===== config.mk =====
export PLATFORM = sky130hd
export DESIGN_NAME = irq_pick_top
export DESIGN_NICKNAME = d
export VERILOG_FILES = /design/src/rtl/irq_pick_pkg.sv /design/src/rtl/irq_entry_qual.sv /design/src/rtl/irq_prio_scan.sv /design/src/rtl/irq_result_reg.sv /design/src/rtl/irq_pick_top.sv
export SDC_FILE = /design/constraint.sdc
export NUM_CORES = 1
export LEC_CHECK = 0
export ABC_AREA = 1
export BUFFER_PORTS_ARGS = -buffer_cell sky130_fd_sc_hd__buf_2
export CAP_MARGIN = 20
export CELL_PAD_IN_SITES_DETAIL_PLACEMENT = 0
export CELL_PAD_IN_SITES_GLOBAL_PLACEMENT = 1
export CORE_AREA = 2 2 436 438
export CTS_CLUSTER_SIZE = 40
export DETAILED_ROUTE_END_ITERATION = 8
export DIE_AREA = 0 0 438 440
export PLACE_DENSITY = 0.51
export SLEW_MARGIN = 20
export SYNTH_ARGS = -nofsm -noshare
export SYNTH_HDL_FRONTEND = slang
export SYNTH_HIERARCHICAL = 1
export SYNTH_SLANG_ARGS = --single-unit

===== constraint.sdc =====
create_clock -name clk -period 82.8 [get_ports clk]
set_clock_uncertainty 0.1 [all_clocks]
set_input_delay 12.42 -clock clk [delete_from_list [all_inputs] [get_ports clk]]
set_output_delay 12.42 -clock clk [all_outputs]
set_load 0.005 [all_outputs]

===== src/rtl/irq_pick_pkg.sv =====
package irq_pick_pkg;

    localparam int LR_W      = 64;
    localparam int PRIO_W    = 8;
    localparam int PRIO_LSB  = 48;
    localparam int STATE_LSB = 62;
    localparam int GRP_BIT   = 60;

    localparam logic [PRIO_W-1:0] IDLE_PRIO = 8'hFF;
    localparam logic [LR_W-1:0]   SPUR_WORD = 64'd1023;

    typedef enum logic [1:0] {
        ST_INVALID = 2'b00,
        ST_PENDING = 2'b01,
        ST_ACTIVE  = 2'b10,
        ST_PEND_ACT = 2'b11
    } lr_state_e;

    typedef struct packed {
        logic              ok;
        logic [PRIO_W-1:0] prio;
    } qual_t;

    function automatic lr_state_e entry_state(input logic [LR_W-1:0] w);
        return lr_state_e'(w[STATE_LSB +: 2]);
    endfunction

    function automatic logic [PRIO_W-1:0] entry_prio(input logic [LR_W-1:0] w);
        return w[PRIO_LSB +: PRIO_W];
    endfunction

    function automatic logic entry_group(input logic [LR_W-1:0] w);
        return w[GRP_BIT];
    endfunction

endpackage


===== src/rtl/irq_entry_qual.sv =====
module irq_entry_qual
    import irq_pick_pkg::*;
#(
    parameter int IDX   = 0,
    parameter int CNT_W = 5
) (
    input  logic [LR_W-1:0]  word,
    input  logic [CNT_W-1:0] used_cnt,
    input  logic             grp0_en,
    input  logic             grp1_en,
    output qual_t            qual
);
    localparam logic [CNT_W-1:0] IDX_V = CNT_W'(IDX);

    logic in_range;
    logic is_pending;
    logic grp_ok;

    always_comb begin
        in_range   = (used_cnt > IDX_V);
        is_pending = (entry_state(word) == ST_PENDING);
        grp_ok     = entry_group(word) ? grp1_en : grp0_en;
        qual.ok    = in_range && is_pending && grp_ok;
        qual.prio  = entry_prio(word);
    end

endmodule


===== src/rtl/irq_prio_scan.sv =====
module irq_prio_scan
    import irq_pick_pkg::*;
#(
    parameter int N     = 16,
    parameter int IDX_W = 4
) (
    input  qual_t [N-1:0]      quals,
    output logic               found,
    output logic [IDX_W-1:0]   idx,
    output logic [PRIO_W-1:0]  prio
);
    always_comb begin
        found = 1'b0;
        idx   = '0;
        prio  = IDLE_PRIO;
        for (int i = 0; i < N; i++) begin
            if (quals[i].ok && (quals[i].prio < prio)) begin
                found = 1'b1;
                idx   = IDX_W'(i);
                prio  = quals[i].prio;
            end
        end
    end

endmodule


===== src/rtl/irq_result_reg.sv =====
module irq_result_reg
    import irq_pick_pkg::*;
#(
    parameter int IDX_W = 4
) (
    input  logic               clk,
    input  logic               rst,
    input  logic               found_d,
    input  logic [IDX_W-1:0]   idx_d,
    input  logic [LR_W-1:0]    word_d,
    input  logic [PRIO_W-1:0]  prio_d,
    output logic               found_q,
    output logic [IDX_W-1:0]   idx_q,
    output logic [LR_W-1:0]    word_q,
    output logic [PRIO_W-1:0]  prio_q
);
    always_ff @(posedge clk) begin
        if (rst) begin
            found_q <= 1'b0;
            idx_q   <= '0;
            word_q  <= SPUR_WORD;
            prio_q  <= IDLE_PRIO;
        end else begin
            found_q <= found_d;
            idx_q   <= idx_d;
            word_q  <= found_d ? word_d : SPUR_WORD;
            prio_q  <= found_d ? prio_d : IDLE_PRIO;
        end
    end

    // a chosen entry never carries the idle priority
    a_r7_no_idle_prio: assert property (@(posedge clk) disable iff (rst)
        found_q |-> (prio_q != IDLE_PRIO));

    // the reported priority matches the reported word
    a_r9_prio_matches_word: assert property (@(posedge clk) disable iff (rst)
        found_q |-> (word_q[PRIO_LSB +: PRIO_W] == prio_q));

    // the spurious result has a fixed shape
    a_r8_spurious_shape: assert property (@(posedge clk) disable iff (rst)
        !found_q |-> (word_q == SPUR_WORD && idx_q == '0 && prio_q == IDLE_PRIO));

endmodule


===== src/rtl/irq_pick_top.sv =====
module irq_pick_top
    import irq_pick_pkg::*;
#(
    parameter int N_ENTRIES = 16,
    parameter int CNT_W     = $clog2(N_ENTRIES + 1),
    parameter int IDX_W     = $clog2(N_ENTRIES)
) (
    input  logic                      clk,
    input  logic                      rst,
    input  logic [N_ENTRIES*LR_W-1:0] lr_bank,
    input  logic [CNT_W-1:0]          used_cnt,
    input  logic                      grp0_en,
    input  logic                      grp1_en,
    output logic                      found,
    output logic [IDX_W-1:0]          sel_idx,
    output logic [LR_W-1:0]           sel_word,
    output logic [PRIO_W-1:0]         sel_prio
);
    logic [LR_W-1:0]       words [N_ENTRIES];
    qual_t [N_ENTRIES-1:0] quals;

    for (genvar g = 0; g < N_ENTRIES; g++) begin : g_entry
        assign words[g] = lr_bank[g*LR_W +: LR_W];
        irq_entry_qual #(.IDX(g), .CNT_W(CNT_W)) u_qual (
            .word     (words[g]),
            .used_cnt (used_cnt),
            .grp0_en  (grp0_en),
            .grp1_en  (grp1_en),
            .qual     (quals[g])
        );
    end

    logic              found_d;
    logic [IDX_W-1:0]  idx_d;
    logic [PRIO_W-1:0] prio_d;
    logic [LR_W-1:0]   word_d;

    irq_prio_scan #(.N(N_ENTRIES), .IDX_W(IDX_W)) u_scan (
        .quals (quals),
        .found (found_d),
        .idx   (idx_d),
        .prio  (prio_d)
    );

    assign word_d = words[idx_d];

    irq_result_reg #(.IDX_W(IDX_W)) u_out (
        .clk     (clk),
        .rst     (rst),
        .found_d (found_d),
        .idx_d   (idx_d),
        .word_d  (word_d),
        .prio_d  (prio_d),
        .found_q (found),
        .idx_q   (sel_idx),
        .word_q  (sel_word),
        .prio_q  (sel_prio)
    );

    // a chosen index lies below the count sampled with it
    a_r2_index_in_range: assert property (@(posedge clk) disable iff (rst)
        found |-> ((CNT_W+1)'(sel_idx) < (CNT_W+1)'($past(used_cnt))));

    // a chosen word is in the plain pending state
    a_r3_pending_only: assert property (@(posedge clk) disable iff (rst)
        found |-> (sel_word[STATE_LSB +: 2] == 2'b01));

    // a chosen word belongs to a group enabled when it was sampled
    a_r4_group_enabled: assert property (@(posedge clk) disable iff (rst)
        found |-> (sel_word[GRP_BIT] ? $past(grp1_en) : $past(grp0_en)));

endmodule


==> metrics.yaml <==
run_status:
  status: "complete, no violations"
global_route:
  gr-total-overflow: 0
  grt_use_total: 0.1726
  grt_pass1_vias: 28470
  antenna_found_initial: 85
  grt_max_degree: 163
  grt_first_pass_wirelength_um: 230400
drt:
  drcViolationCount: 0
  wl_per_cell_um: 22.26
  via_per_inst: 3.839
  drt_iter0_drc: 2311
  vias: 30130
  drtPass1Iterations: 7
  routed_wl_um: 174700
  ant_nets: 0
worst_setup_path:
  cp-end-kind: "register"
  max_stage_delay_ns: 0.74
  critPathKind: "in -> reg"
  cp.arrival_ns: 40.79
  required_ns: 83.06
  cp_slowest_cell: "a2111oi_2"
  worst-path-max-fanout: 160
  critPathLaunchType: "input pin"
clocking:
  cts_setup_buffers: 0
  post_cts_resized: 0
  cts_buffers: 9
  max-clock-path-buffers: 2
  cts_tree: "yes"
  cts_hold_buf: 0
  clock_sinks: 77
  path_clk_slew_ns: 0.10
  cts_root_buffer: "clkbuf_16"
  htree_levels: 3
logic_synthesis:
  synth_top_area_cell: "nand2_1"
  yosysSeqAreaShare: 0.07044
  synth_warnings: 6
  synth_top_area_share: 0.2954
  synth_seq_cells: 77
  yosys.cell_types.count: 40
  synth_area_leaders: "nand2_1, nand3_1, inv_1"
  synth_fp_nets: 5629
  synth_cells: 4518
  synth-edff-count: 0
  syn_area_per_cell_um2: 4.844
  synth_top_flop_cell: "dfxtp_1"
  async_flop_share: 0
  syn_area_um2: 21880
power_and_ir_drop:
  power.density_nw_per_um2: 18.55
  switching_share: 0.6455
  leakagePower_nw: 18.30
  ir_worst_vdd_mv: 0.01374
  pwr-share-comb: 0.800
  p_int_w: 0.0001894
  seqPwrFrac: 0.106
  power_switching_w: 0.0003450
  clkPwrFrac: 0.094
final_layout:
  layout-drive-gt1-share: 0.2417
  layout_common_cells: "nand2_1, buf_2, inv_1, nand3_1, nor2_1"
  layout_commonest_cell: "nand2_1"
  final_nets: 6419
  nFillCells: 23040
  area_growth_pct: 31.62
timing:
  final.setup.tns_ns: 0
  relSlewSlack: 0.2731
  finalCritPeriodShare: 0.4896
  maxSlewViolCount: 0
  fmax_mhz: 24.67
  finalSetupViolCount: 0
  layout_setup_ws_ns: 42.26
  hold_violations: 0
  worst_pin_slew_ns: 1.090
  fin_crit_ns: 40.54
  rsz0062_at_grt: "false"
die:
  dieArea_um2: 192700
  row_count: 160
  start_util: 0.1160
  coreArea_um2: 188600
  die_x_um: 438
  die_height_um: 440
  ios: 1110
place:
  gp_congestion: 0.9155
  place_ws_ns: 41.75
  io_buffers: 1109
  place_hpwl_um: 147600
job:
  maxCapViolations: 0
worst_hold_path:
  hp-class: "in -> reg"
cell type report:
class / count / area, µm² / share of cell area
Clock buffer: 9 / 225.2 / 0.007819
Antenna cell: 24 / 60.06 / 0.002085
Clock inverter: 7 / 63.81 / 0.002215
Inverter: 1004 / 3799 / 0.1319
Sequential cell: 77 / 1541 / 0.05352
Timing Repair Buffer: 1139 / 5833 / 0.2025
Tap cell: 2511 / 3142 / 0.1091
Multi-Input combinational cell: 3077 / 14140 / 0.4909
flip-flops by register name, indices dropped and copies added, names as in the netlist:
name	count
u_out/found_q	1
u_out/idx_q	4
u_out/word_q	64
u_out/prio_q	8
worst paths after layout:
path                                     endpoint        start  depth (start not counted)
worst min-delay path    u_out/idx_q[3]$_SDFF_PP0_          rst                          2
worst max-delay path  u_out/word_q[10]$_SDFF_PP0_  used_cnt[1]                        120
cells by family after synthesis:
logic type | count (synthesis) | synth area share
flops | 77 | 0.07044
compound gates | 118 | 0.03133
fa+ha+maj | 78 | 0.04460
simple gates | 2881 | 0.5682
buf+inv | 1364 | 0.2854
power by group through the flow:
stage	Combinational, W	Sequential, W	Clock (W)
2_1_floorplan	0.000254	0.0000524	0
3_3_place_gp	0.000436	0.0000584	0
3_5_place_dp	0.000436	0.0000581	0
4_1_cts	0.000438	0.0000574	0.0000541
5_1_grt	0.000474	0.0000576	0.0000540
6_report	0.000428	0.0000564	0.0000505
routing by layer:
layer / wire length [µm] / part of all wire / track usage
met4: 5047 / 0.029 / 0.05706
met1: 76710 / 0.44 / 0.2266
met5: 214 / 0.0012 / 0
met3: 10260 / 0.059 / 0.03239
met2: 82440 / 0.47 / 0.2821
per-stage QoR:
stage	power, W	cell area [µm²]	util	hold WS, ns	cells
3_3_place_gp	0.0004942	28420	0.1507	12.71	7807
5_1_grt	0.0005852	28790	0.1527	12.26	7843
2_1_floorplan	0.0003066	21880	-	12.39	4518
3_5_place_dp	0.0004941	28450	0.1509	12.71	7808
4_1_cts	0.0005490	28740	0.1524	12.25	7824
6_report	0.0005344	28800	0.1527	12.28	7848
worst max-delay path, delay by kind of cell:
kind,cells,cell delay [ns]
adder cells (fa/ha/maj),15,4.68
buffers and inverters,10,2.30
AO/OA/AOI/OAI,35,9.36
AND/OR/NAND/NOR,60,11.32
Yosys cell counts (all sizes together) (2+ instances only):
library cell	number
nor3	6
nand3b	11
dfxtp	77
buf	328
nor2	181
clkbuf	31
or2	2
o21ai	76
ha	78
nand3	873
a31oi	4
o211ai	4
nand4	5
inv	1003
nand2	1802
a2111oi	4
a21oi	17
o21bai	12
Power figures use the tool's default switching activity.
